**src/rtl/bus_event_pkg.sv**
```systemverilog
// Shared types for the bus event detector.
// Assumes: nothing beyond IEEE 1800-2017.
package bus_event_pkg;
    // Event source selected by the mode input.
    typedef enum logic {
        SRC_USB = 1'b0,
        SRC_PS2 = 1'b1
    } src_e;
endpackage

```
**src/rtl/bed_line_cond.sv**
```systemverilog
// Line condition selector.
// What it does: reports whether the selected source currently shows its
//   event condition (SE0 for USB, low data for PS/2).
// Assumes: the inputs are already synchronised to clk.
module bed_line_cond
    import bus_event_pkg::*;
(
    input  src_e mode,
    input  logic usb_dp,
    input  logic usb_dm,
    input  logic ps2_data,
    output logic cond
);
    // Pick the line condition of the selected source.
    always_comb begin
        if (mode == SRC_PS2) cond = ~ps2_data;
        else                 cond = ~usb_dp & ~usb_dm;
    end
endmodule

```
**src/rtl/bed_qualifier.sv**
```systemverilog
// Tick-sampled persistence qualifier.
// What it does: counts consecutive strobe samples with the condition present
//   and holds a qualified flag. A change of mode flushes all state.
// Assumes: tick is a one-clock strobe; QUAL_TICKS >= 1.
module bed_qualifier
    import bus_event_pkg::*;
#(
    parameter int unsigned QUAL_TICKS = 2
) (
    input  logic clk,
    input  logic rst_n,
    input  logic tick,
    input  logic cond,
    input  src_e mode,
    output src_e mode_q,
    output logic flush,
    output logic active,
    output logic act_nxt
);
    localparam int unsigned CNT_W = $clog2(QUAL_TICKS + 1);
    localparam logic [CNT_W-1:0] CNT_MAX = CNT_W'(QUAL_TICKS);

    logic [CNT_W-1:0] cnt;
    logic [CNT_W-1:0] cnt_nxt;

    // Flush whenever the requested mode differs from the latched one.
    assign flush = (mode != mode_q);

    // Next count: advance on a present sample (saturating), clear on absent.
    always_comb begin
        cnt_nxt = cnt;
        if (tick) begin
            if (!cond)                cnt_nxt = '0;
            else if (cnt != CNT_MAX)  cnt_nxt = cnt + 1'b1;
        end
        act_nxt = (cnt_nxt == CNT_MAX);
    end

    // State registers with synchronous reset and flush priority.
    always_ff @(posedge clk) begin
        if (!rst_n) begin
            cnt    <= '0;
            active <= 1'b0;
            mode_q <= SRC_USB;
        end else if (flush) begin
            cnt    <= '0;
            active <= 1'b0;
            mode_q <= mode;
        end else begin
            cnt    <= cnt_nxt;
            active <= act_nxt;
        end
    end

    // qualification only at a strobe that saw the condition
    p_rise_on_tick_r3: assert property (@(posedge clk) disable iff (!rst_n)
        $rose(active) |-> ($past(tick) && $past(cond)));
    // no state change between strobes
    p_hold_between_ticks_r9: assert property (@(posedge clk) disable iff (!rst_n)
        (!tick && !flush) |=> $stable(active));
    // a mode change leaves the qualifier empty
    p_flush_clears_r8: assert property (@(posedge clk) disable iff (!rst_n)
        flush |=> (!active && cnt == '0));
endmodule

```
**src/rtl/bed_irq_pulse.sv**
```systemverilog
// Interrupt pulse generator.
// What it does: raises a one-clock pulse on the qualified edge that matches
//   the latched mode (end of event for USB, start for PS/2).
// Assumes: active/act_nxt come from the qualifier and follow its tick rules.
module bed_irq_pulse
    import bus_event_pkg::*;
(
    input  logic clk,
    input  logic rst_n,
    input  logic tick,
    input  logic flush,
    input  src_e mode_q,
    input  logic active,
    input  logic act_nxt,
    input  logic irq_en,
    output logic irq_pulse
);
    logic edge_hit;

    // Choose the edge of the qualified state that counts for this mode.
    always_comb begin
        if (mode_q == SRC_PS2) edge_hit = ~active & act_nxt;
        else                   edge_hit = active & ~act_nxt;
    end

    // Register the gated pulse; a flush suppresses it.
    always_ff @(posedge clk) begin
        if (!rst_n) irq_pulse <= 1'b0;
        else        irq_pulse <= irq_en & tick & ~flush & edge_hit;
    end

    // the pulse never lasts two clocks
    p_single_cycle_r5: assert property (@(posedge clk) disable iff (!rst_n)
        irq_pulse |=> !irq_pulse);
    // only enabled edges produce a pulse
    p_enable_gate_r7: assert property (@(posedge clk) disable iff (!rst_n)
        irq_pulse |-> $past(irq_en));
endmodule

```
**src/rtl/bus_event_detect.sv**
```systemverilog
// Bus reset / PS/2 activity detector, top level.
// What it does: qualifies the selected line condition on a coarse strobe,
//   holds the address clear while qualified, and pulses an interrupt.
// Assumes: synchronised line inputs; tick is a one-clock strobe.
module bus_event_detect
    import bus_event_pkg::*;
#(
    parameter int unsigned QUAL_TICKS = 2
) (
    input  logic clk,
    input  logic rst_n,
    input  logic tick,
    input  logic usb_dp,
    input  logic usb_dm,
    input  logic ps2_data,
    input  logic mode_ps2,
    input  logic irq_en,
    output logic irq_pulse,
    output logic addr_clr
);
    src_e mode_in;
    src_e mode_q;
    logic cond;
    logic flush;
    logic active;
    logic act_nxt;

    // Map the raw mode bit to the source type.
    assign mode_in = src_e'(mode_ps2);

    bed_line_cond u_cond (
        .mode     (mode_in),
        .usb_dp   (usb_dp),
        .usb_dm   (usb_dm),
        .ps2_data (ps2_data),
        .cond     (cond)
    );

    bed_qualifier #(.QUAL_TICKS(QUAL_TICKS)) u_qual (
        .clk     (clk),
        .rst_n   (rst_n),
        .tick    (tick),
        .cond    (cond),
        .mode    (mode_in),
        .mode_q  (mode_q),
        .flush   (flush),
        .active  (active),
        .act_nxt (act_nxt)
    );

    bed_irq_pulse u_irq (
        .clk       (clk),
        .rst_n     (rst_n),
        .tick      (tick),
        .flush     (flush),
        .mode_q    (mode_q),
        .active    (active),
        .act_nxt   (act_nxt),
        .irq_en    (irq_en),
        .irq_pulse (irq_pulse)
    );

    // The address clear is held for the whole qualified interval.
    assign addr_clr = active;

    // a USB pulse coincides with the end of the address clear
    p_usb_at_end_r5: assert property (@(posedge clk) disable iff (!rst_n)
        (irq_pulse && mode_q == SRC_USB) |-> $fell(addr_clr));
    // a PS/2 pulse coincides with the start of the address clear
    p_ps2_at_start_r6: assert property (@(posedge clk) disable iff (!rst_n)
        (irq_pulse && mode_q == SRC_PS2) |-> $rose(addr_clr));
endmodule

```
**config.mk**
```make
export PLATFORM = sky130hd
export DESIGN_NAME = bus_event_detect
export DESIGN_NICKNAME = d
export VERILOG_FILES = /design/src/rtl/bus_event_pkg.sv /design/src/rtl/bed_line_cond.sv /design/src/rtl/bed_qualifier.sv /design/src/rtl/bed_irq_pulse.sv /design/src/rtl/bus_event_detect.sv
export SDC_FILE = /design/constraint.sdc
export NUM_CORES = 1
export LEC_CHECK = 0
export BUFFER_PORTS_ARGS = -buffer_cell sky130_fd_sc_hd__buf_2
export CAP_MARGIN = 40
export CELL_PAD_IN_SITES_DETAIL_PLACEMENT = 0
export CELL_PAD_IN_SITES_GLOBAL_PLACEMENT = 1
export CORE_AREA = 2 2 39 41
export CTS_BUF_LIST = sky130_fd_sc_hd__clkbuf_16
export CTS_CLUSTER_SIZE = 28
export DETAILED_ROUTE_END_ITERATION = 16
export DIE_AREA = 0 0 41 43
export GPL_TIMING_DRIVEN = 1
export PLACE_DENSITY_LB_ADDON = 0.3
export SLEW_MARGIN = 20
export SYNTH_ARGS = -nofsm -noshare
export SYNTH_HDL_FRONTEND = slang
export SYNTH_SLANG_ARGS = --single-unit
```
**constraint.sdc**
```tcl
create_clock -name clk -period 2 [get_ports clk]
set_input_delay 0.1 -clock clk [delete_from_list [all_inputs] [get_ports clk]]
set_output_delay 0.1 -clock clk [all_outputs]
set_load 0.005 [all_outputs]
```
==> flow_metrics.py, run 1 <==
metrics = {
    "job": {
        "cap_violations": 0,
    },
    "clock_network": {
        "cts_sinks": 5,
        "hold_buffers": 0,
        "htree_levels": 1,
        "ctsResizeCount": 0,
        "post_cts_buffers": 0,
        "cts_inserted_buffers": 3,
        "clk_root_buffer_cell": "clkbuf_16",
        "cts_tree": "yes",
        "path_clk_slew_ns": 0.03,
        "insertion_delay_ns": 0.23,
        "clk_path_buf_depth": 2,
    },
    "grt": {
        "grt_pass1_wl_um": 897,
        "gr-usage-all-layers": 0.0813,
        "overflow": 0,
        "antenna_found_initial": 0,
        "grt_max_degree": 6,
        "grt_pass1_vias": 224,
    },
    "place": {
        "numPortBuffers": 9,
        "postPlaceCellArea_um2": 318,
        "place_congestion": 0.731,
        "hpwlAfterDp_um": 452,
        "place_inst": 52,
    },
    "setup_path": {
        "critical_path.endpoint": "u_irq.irq_pulse$_SDFF_PN0_",
        "cp.depth": 5,
        "cp-start-kind": "flop",
        "worstRegToRegCells": 5,
        "cp_max_fo": 4,
        "critPathTopFamily": "compound AO/OA/AOI/OAI gates",
        "arrival_ns": 1.63,
        "path_class": "flop to flop",
        "reg2reg_to": "u_irq.irq_pulse$_SDFF_PN0_",
        "worstSetupEndpointType": "flop",
        "path_cells": "inv_1 > ha_1 > o2111ai_1 > o22a_2 > o41ai_2",
        "cp.required_ns": 2.13,
        "rr_startpoint": "u_qual.cnt[0]$_SDFF_PP0_",
        "reg2reg_slack_ns": 0.50,
        "cp_slowest_stage_delay_ns": 0.36,
        "crit_slowest_cell": "dfxtp_1",
        "cp_num_buf_inv": 1,
        "worstSetupStartpoint": "u_qual.cnt[0]$_SDFF_PP0_",
    },
    "route": {
        "vias": 242,
        "vias_per_cell": 4.32,
        "drtAntennaViolNets": 0,
        "wl_per_cell_um": 10.5,
        "drtPass1Iterations": 4,
        "routed_wirelength_um": 587,
        "drc_errors": 0,
        "drtIter0Drc": 7,
    },
    "pwr": {
        "ir_worst_vdd_mv": 0.557,
        "leakage_nw": 0.165,
        "power_density_nw_per_um2": 1140,
        "total_power_uw": 452,
    },
    "cells_and_area": {
        "drive_above_1_share": 0.350,
        "final_area_um2": 397,
        "final-seq-area_um2": 100,
        "layout.cells.most_common_list": "9 x buf_2, 5 x nand2b_1, 5 x dfxtp_1",
        "diodes": 0,
        "final_util": 0.287,
        "syn2layout_area_growth_pct": 56.9,
        "fillers": 157,
        "nets": 50,
        "final_cells": 56,
        "final_common_cell": "buf_2",
        "multi_input_comb_area_um2": 145,
    },
    "synthesis": {
        "synth.largest_area_cell": "dfxtp_1",
        "synth_nets": 36,
        "ys_types": 14,
        "synthTopCellsByArea": "dfxtp_1 40%, nand2b_1 12%, o2111ai_1 6.9%, o41ai_2 6.4%, ha_1 5.0%",
        "seq_area_frac_synth": 0.396,
        "synth.cell_area_um2": 253,
        "synth_warnings": 0,
        "synth-seq-cells": 5,
        "syn_inst": 27,
        "avgSynthCellArea_um2": 9.36,
        "yosys.area.top_type_share": 0.396,
    },
    "sta": {
        "worst_pin_slew_ns": 0.272,
        "skew_ns": 0.00173,
        "finalSetupTns_ns": 0,
        "fin_crit_ns": 1.50,
        "max_slew_margin": 0.816,
        "drv_slew": 0,
        "rsz0062_at_grt": "no",
        "fin_crit_sh": 0.751,
        "setup_viol": 0,
        "hold_viol_final": 0,
        "max_freq_mhz": 666,
    },
    "die": {
        "core_um2": 1380,
        "die-area_um2": 1760,
        "fp-row-count": 14,
        "die-height_um": 43,
        "fp.dieW_um": 41,
        "ios": 10,
        "start_util": 0.183,
    },
    "hold_path": {
        "hold_class": "primary input to flop",
    },
    "run_status": {
        "status": "finished clean",
    },
}
## sequential cells by signal, summed over array words and instances, names as in the netlist
signal,cells
u_qual.cnt,2
u_qual.active,1
u_irq.irq_pulse,1
u_qual.mode_q,1
## worst register-to-register path, stage by stage, from the launching register on
cell and delay (ns):
dfxtp_1 0.36, inv_1 0.06, ha_1 0.27, o2111ai_1 0.15, o22a_2 0.25, o41ai_2 0.31
## worst min-delay path by stage
stage	startpoint	to	cells after the start
after floorplan	mode_ps2	u_qual.mode_q$_SDFFE_PN0N_	1
after global placement	rst_n	u_qual.mode_q$_SDFFE_PN0N_	2
final	rst_n	u_qual.mode_q$_SDFFE_PN0N_	2
after detailed placement	rst_n	u_qual.mode_q$_SDFFE_PN0N_	2
after global routing	rst_n	u_qual.mode_q$_SDFFE_PN0N_	2
after CTS	rst_n	u_qual.mode_q$_SDFFE_PN0N_	2
## stage by stage
step / hold slack (ns) / setup slack [ns]
final: 0.122 / 0.499
after global routing: 0.134 / 0.395
after CTS: 0.118 / 0.486
after detailed placement: 0.339 / 0.505
after global placement: 0.344 / 0.480
after floorplan: 0.222 / 0.590
## cell usage after synthesis
master / count
o41ai_2: 1
nand2b_1: 5
a21oi_1: 2
ha_1: 1
o2111ai_1: 2
dfxtp_1: 5
nor2_1: 2
nand2_1: 2
o22a_2: 1
xor2_1: 1
nor4b_1: 1
and2_1: 1
inv_1: 2
o221ai_1: 1
## kinds of logic (layout without fill, tap and decap cells)
kind of cell | Yosys count | count (layout) | share of synthesized area
AO/OA/AOI/OAI | 7 | 7 | 0.248
XOR/XNOR | 1 | 1 | 0.0347
adder cells (fa/ha/maj) | 1 | 1 | 0.0495
buffers and inverters | 2 | 15 | 0.0297
flip-flops | 5 | 5 | 0.396
AND/OR/NAND/NOR | 11 | 11 | 0.243
## layout make-up
type | count | share of cell area
Clock inverter | 1 | 0.00946
Multi-Input combinational cell | 20 | 0.366
Timing Repair Buffer | 9 | 0.114
Clock buffer | 3 | 0.189
Tap cell | 16 | 0.0505
Sequential cell | 5 | 0.252
Inverter | 2 | 0.0189
## where the power goes
group          switching, mW  total (mW)  leakage (nW)  internal (mW)
sequential           0.00178       0.104        0.0406          0.102
clock                 0.0650       0.324        0.0423          0.259
combinational         0.0124      0.0237        0.0818         0.0113
total                 0.0792       0.452         0.165          0.373
## metal layers
layer / share of wire / global-route usage / vias to the layer above
li1: - / - / 125
met1: 0.48 / 0.109 / 104
met2: 0.39 / 0.0906 / 11
met3: 0.095 / 0.0471 / 2
met4: 0.029 / 0.0600 / 0
met5: 0 / 0 / -
Note: power is estimated with default switching activity, not from simulation.
==> run 2: changes to the inputs <==
==> constraint.sdc (replaced) <==
create_clock -name clk -period 1.3 [get_ports clk]
set_input_delay 0.065 -clock clk [delete_from_list [all_inputs] [get_ports clk]]
set_output_delay 0.065 -clock clk [all_outputs]
set_load 0.005 [all_outputs]
==> run 2 against run 1 <==
Against the previous run:
- global-route usage down 0.20 points
- final cell count up 1.8%
- worst hold slack worse by 0.039 ns
- sequential share of layout area down 1.7 points
- first-iteration DRC count down 71%
- largest power group unchanged
- clock power up 51%
- non-clock buffer count up 1
- via count down 0.83%
- sequential power up 55%
==> flow_metrics.py, run 2 (same netlist as run 1, synthesis figures left out) <==
metrics = {
    "run_status": {
        "status": "finished clean",
    },
    "clock_network": {
        "cts_tree": "yes",
        "htree_levels": 1,
        "cts_inserted_buffers": 3,
        "insertion_delay_ns": 0.22,
        "clk_path_buf_depth": 2,
        "clk_root_buffer_cell": "clkbuf_16",
        "cts_sinks": 5,
        "path_clk_slew_ns": 0.03,
    },
    "sta": {
        "max_slew_margin": 0.837,
        "drv_slew": 0,
        "setup_viol": 0,
        "skew_ns": 0.00164,
        "hold_slack_ns": 0.0825,
        "fin_crit_sh": 0.960,
        "max_freq_mhz": 801,
        "fin_crit_ns": 1.25,
        "rsz0062_at_grt": "yes",
        "worst_pin_slew_ns": 0.240,
        "finalSetupTns_ns": 0,
        "hold_viol_final": 0,
    },
    "pwr": {
        "leakage_nw": 0.174,
        "switching_share": 0.168,
        "pwr-share-comb": 0.065,
        "ir_worst_vdd_mv": 0.673,
        "power_density_nw_per_um2": 1590,
        "intPower_uw": 577,
        "clockPowerShare": 0.704,
        "seq_power_share": 0.231,
        "power.switching_uw": 116,
    },
    "grt": {
        "overflow": 0,
        "grt_pass1_vias": 247,
        "grt_pass1_wl_um": 903,
        "antenna_found_initial": 0,
        "gr-usage-all-layers": 0.0793,
        "grt_max_degree": 6,
    },
    "route": {
        "drtPass1Iterations": 2,
        "routed_wirelength_um": 535,
        "wl_per_cell_um": 9.39,
        "drtIter0Drc": 2,
        "drc_errors": 0,
        "vias_per_cell": 4.21,
        "drtAntennaViolNets": 0,
        "vias": 240,
    },
    "die": {
        "fp-row-count": 14,
        "ios": 10,
        "die-height_um": 43,
        "fp.dieW_um": 41,
        "core_um2": 1380,
        "start_util": 0.183,
        "die-area_um2": 1760,
    },
    "place": {
        "numPortBuffers": 9,
        "postPlaceCellArea_um2": 325,
        "hpwlAfterDp_um": 410,
        "place_inst": 52,
        "place_congestion": 0.725,
    },
    "cells_and_area": {
        "syn2layout_area_growth_pct": 72.8,
        "largest_reg_flops": 2,
        "final_cells": 57,
        "layout.cells.most_common_list": "9 x buf_2, 5 x nand2b_1, 3 x clkbuf_16, 3 x dfxtp_1",
        "top_register": "u_qual.cnt",
        "diodes": 0,
        "nets": 51,
        "final_area_um2": 437,
        "final_common_cell": "buf_2",
        "final_util": 0.316,
        "drive_above_1_share": 0.512,
    },
    "setup_path": {
        "worstRegToRegCells": 5,
        "path_class": "flop to flop",
        "reg2reg_to": "u_irq.irq_pulse$_SDFF_PN0_",
        "cp_max_fo": 3,
        "worstSetupEndpointType": "flop",
        "cp.required_ns": 1.43,
        "cp-start-kind": "flop",
        "arrival_ns": 1.38,
        "rr_startpoint": "u_qual.cnt[0]$_SDFF_PP0_",
        "reg2reg_slack_ns": 0.05,
    },
    "job": {
        "cap_violations": 0,
    },
    "hold_path": {
        "hold_end": "u_qual.mode_q$_SDFFE_PN0N_",
        "hp-start": "rst_n",
        "hold_class": "primary input to flop",
        "hold_path_depth": 2,
    },
}
## run 2: routing by layer
layer  part of all wire  up-vias  wire length (µm)  GRT usage
met5                  0        -                 0          0
met1               0.40      107               215     0.0900
li1                   -      126                 -          -
met3              0.099        0                53     0.0628
met2               0.50        7               266      0.103
met4                  0        0                 0     0.0400
## run 2: per-stage QoR
stage / setup WS (ns) / power, mW
6_report: 0.0515 / 0.694
5_1_grt: -0.0189 / 0.724
4_1_cts: 0.0180 / 0.696
3_5_place_dp: 0.0331 / 0.200
3_3_place_gp: 0.0184 / 0.200
2_1_floorplan: 0.0959 / 0.182
## run 2: area by class of cell
cell class	count	area (µm²)
multi-input combinational	20	175
fill	146	947
sequential	5	103
clock buffer	3	75.1
tap	16	20.0
clock inverter	1	3.75
inverter	2	7.51
timing repair buffer	10	52.6
## run 2: critical path: stages, from the launching register on
cell       delay [ns]
dfxtp_2          0.33
inv_2            0.05
ha_4             0.26
o2111ai_4        0.10
o22a_2           0.23
o41ai_2          0.17
## run 2: worst max-delay path by stage
stage / start / to / slack, ns / depth (start not counted)
detailed placement: u_qual.cnt[0]$_SDFF_PP0_ / u_irq.irq_pulse$_SDFF_PN0_ / 0.03 / 5
CTS: u_qual.cnt[0]$_SDFF_PP0_ / u_irq.irq_pulse$_SDFF_PN0_ / 0.02 / 5
global route: u_qual.cnt[0]$_SDFF_PP0_ / u_irq.irq_pulse$_SDFF_PN0_ / -0.02 / 5
floorplan: u_qual.cnt[0]$_SDFF_PP0_ / u_irq.irq_pulse$_SDFF_PN0_ / 0.1 / 5
finish: u_qual.cnt[0]$_SDFF_PP0_ / u_irq.irq_pulse$_SDFF_PN0_ / 0.05 / 5
global placement: u_qual.cnt[0]$_SDFF_PP0_ / u_irq.irq_pulse$_SDFF_PN0_ / 0.02 / 5
## run 2: power by group through the flow
stage          Sequential [mW]  Combinational (mW)  Clock (mW)
4_1_cts                  0.161              0.0374       0.498
3_3_place_gp             0.163              0.0372           0
6_report                 0.161              0.0449       0.488
3_5_place_dp             0.163              0.0372           0
2_1_floorplan            0.162              0.0199           0
5_1_grt                  0.161              0.0509       0.512
## run 2: timing repair
action / CTS / global route
gates resized for setup: 0 / 5
hold buffers: 0 / 0
endpoints found under the setup margin: 0 / 1
setup buffers: 0 / 1
==> run 3: changes to the inputs <==
--- a/config.mk
+++ b/config.mk
@@ -15,7 +15,8 @@
 export DETAILED_ROUTE_END_ITERATION = 16
 export DIE_AREA = 0 0 41 43
 export GPL_TIMING_DRIVEN = 1
-export PLACE_DENSITY_LB_ADDON = 0.3
+export MAX_ROUTING_LAYER = met4
+export PLACE_DENSITY = 0.46
 export SLEW_MARGIN = 20
 export SYNTH_ARGS = -nofsm -noshare
 export SYNTH_HDL_FRONTEND = slang
==> run 3 against run 2 <==
Against the previous run:
- critical path type unchanged
- cell area did not move
- clock skew barely moved
- register-to-register slack barely moved
- critical endpoint unchanged
- via count rose by 2.9%
- routed wire length rose by 16%
- sequential power barely moved
- total power rose by 0.37%
- non-clock buffer count did not move
- clock power barely moved
- largest power group unchanged
- clock-buffer cell count did not move
- utilization did not move
- sequential share of layout area did not move
==> flow_metrics.py, run 3 (same netlist as run 1, synthesis figures left out) <==
metrics = {
    "run_status": {
        "status": "finished clean",
    },
    "clock_network": {
        "path_clk_slew_ns": 0.03,
        "cts_tree": "yes",
        "cts_inserted_buffers": 3,
        "cts_sinks": 5,
        "insertion_delay_ns": 0.22,
        "hold_buffers": 0,
        "post_cts_buffers": 0,
        "clk_root_buffer_cell": "clkbuf_16",
        "clk_path_buf_depth": 2,
        "htree_levels": 1,
    },
    "sta": {
        "max_freq_mhz": 805,
        "hold_viol_final": 0,
        "setup_viol": 0,
        "hold_slack_ns": 0.0832,
        "fin_crit_sh": 0.955,
        "max_slew_margin": 0.830,
        "drv_slew": 0,
        "skew_ns": 0.00154,
        "worst_pin_slew_ns": 0.251,
        "fin_crit_ns": 1.24,
        "finalSetupTns_ns": 0,
    },
    "route": {
        "vias_per_cell": 4.33,
        "drc_errors": 0,
        "vias": 247,
        "drtIter0Drc": 11,
        "drtPass1Iterations": 3,
        "routed_wirelength_um": 622,
        "wl_per_cell_um": 10.9,
        "drtAntennaViolNets": 0,
    },
    "setup_path": {
        "cp.required_ns": 1.43,
        "path_cells": "inv_1 > ha_4 > o2111ai_4 > o22a_2 > o41ai_2",
        "crit_slowest_cell": "dfxtp_2",
        "worstSetupEndpointType": "flop",
        "cp_slowest_stage_delay_ns": 0.31,
        "arrival_ns": 1.37,
        "cp_max_fo": 3,
        "path_class": "flop to flop",
        "cp-start-kind": "flop",
    },
    "die": {
        "die-area_um2": 1760,
        "die-height_um": 43,
        "fp.dieW_um": 41,
        "start_util": 0.183,
        "core_um2": 1380,
        "fp-row-count": 14,
        "ios": 10,
    },
    "cells_and_area": {
        "top_register": "u_qual.cnt",
        "drive_above_1_share": 0.488,
        "syn2layout_area_growth_pct": 72.8,
        "layout.cells.most_common_list": "9 x buf_2, 5 x nand2b_1, 3 x clkbuf_16, 3 x dfxtp_1",
        "fillers": 150,
        "final_common_cell": "buf_2",
        "diodes": 0,
        "nets": 51,
        "largest_reg_flops": 2,
    },
    "grt": {
        "gr-usage-all-layers": 0.0886,
        "grt_pass1_vias": 260,
        "grt_pass1_wl_um": 972,
        "antenna_found_initial": 0,
        "grt_max_degree": 6,
        "overflow": 0,
    },
    "pwr": {
        "leakage_nw": 0.173,
        "power_density_nw_per_um2": 1590,
        "ir_worst_vdd_mv": 1.07,
        "total_power_uw": 696,
    },
    "place": {
        "numPortBuffers": 9,
        "hpwlAfterDp_um": 471,
        "place_congestion": 0.711,
    },
    "hold_path": {
        "hold_class": "primary input to flop",
    },
    "job": {
        "cap_violations": 0,
    },
}
==> run 3: cell count changes in the layout (fill, tap and decap cells not counted) <==
cell / delta
inv_1: +1
inv_2: -1
==> run 3: path summary, 6_finish.rpt <==
path | startpoint | slack (ns) | cells past startpoint | endpoint
worst min register to register | u_qual.mode_q$_SDFFE_PN0N_ | 0.53 | 2 | u_irq.irq_pulse$_SDFF_PN0_
worst max-delay path | u_qual.cnt[0]$_SDFF_PP0_ | 0.06 | 5 | u_irq.irq_pulse$_SDFF_PN0_
worst max register to register | u_qual.cnt[0]$_SDFF_PP0_ | 0.06 | 5 | u_irq.irq_pulse$_SDFF_PN0_
worst min-delay path | rst_n | 0.08 | 2 | u_qual.mode_q$_SDFFE_PN0N_
==> run 3: cell type report <==
type	instances	area [µm²]	area share
clock inverter	1	3.75	0.00860
tap	16	20.0	0.0458
multi-input combinational	20	175	0.401
inverter	2	7.51	0.0172
timing repair buffer	10	52.6	0.120
sequential	5	103	0.235
clock buffer	3	75.1	0.172
==> run 3: where the power goes <==
group / switching [mW] / internal [mW]
registers: 0.00195 / 0.158
clock network: 0.0918 / 0.397
logic: 0.0250 / 0.0220
total: 0.119 / 0.577
==> run 3: what timing repair did <==
action,in CTS,in global routing
setup endpoints to repair,0,1
hold endpoints to repair,0,0
gates resized for setup,0,4
==> run 3: routing by layer <==
metal | vias to the layer above | GRT usage | part of all wire
met3 | 0 | 0.0628 | 0.072
met2 | 7 | 0.125 | 0.53
li1 | 128 | - | -
met4 | 0 | 0.0400 | 0
met1 | 112 | 0.0903 | 0.40
met5 | - | - | 0
==> run 3: critical path: cells and delay by family (launching register included) <==
kind | cells | cell delay (ns)
compound gates | 3 | 0.51
flops | 1 | 0.31
fa+ha+maj | 1 | 0.27
buf+inv | 1 | 0.06
==> run 3: through the flow <==
stage / std cells / util / instance area [µm²] / setup WS [ns]
CTS: 57 / 0.297 / 412 / 0.0284
detailed placement: 53 / 0.241 / 333 / 0.0437
floorplan: 27 / - / 260 / 0.0959
finish: 57 / 0.316 / 437 / 0.0580
global placement: 53 / 0.241 / 333 / 0.0515
global route: 57 / 0.316 / 437 / -0.0178
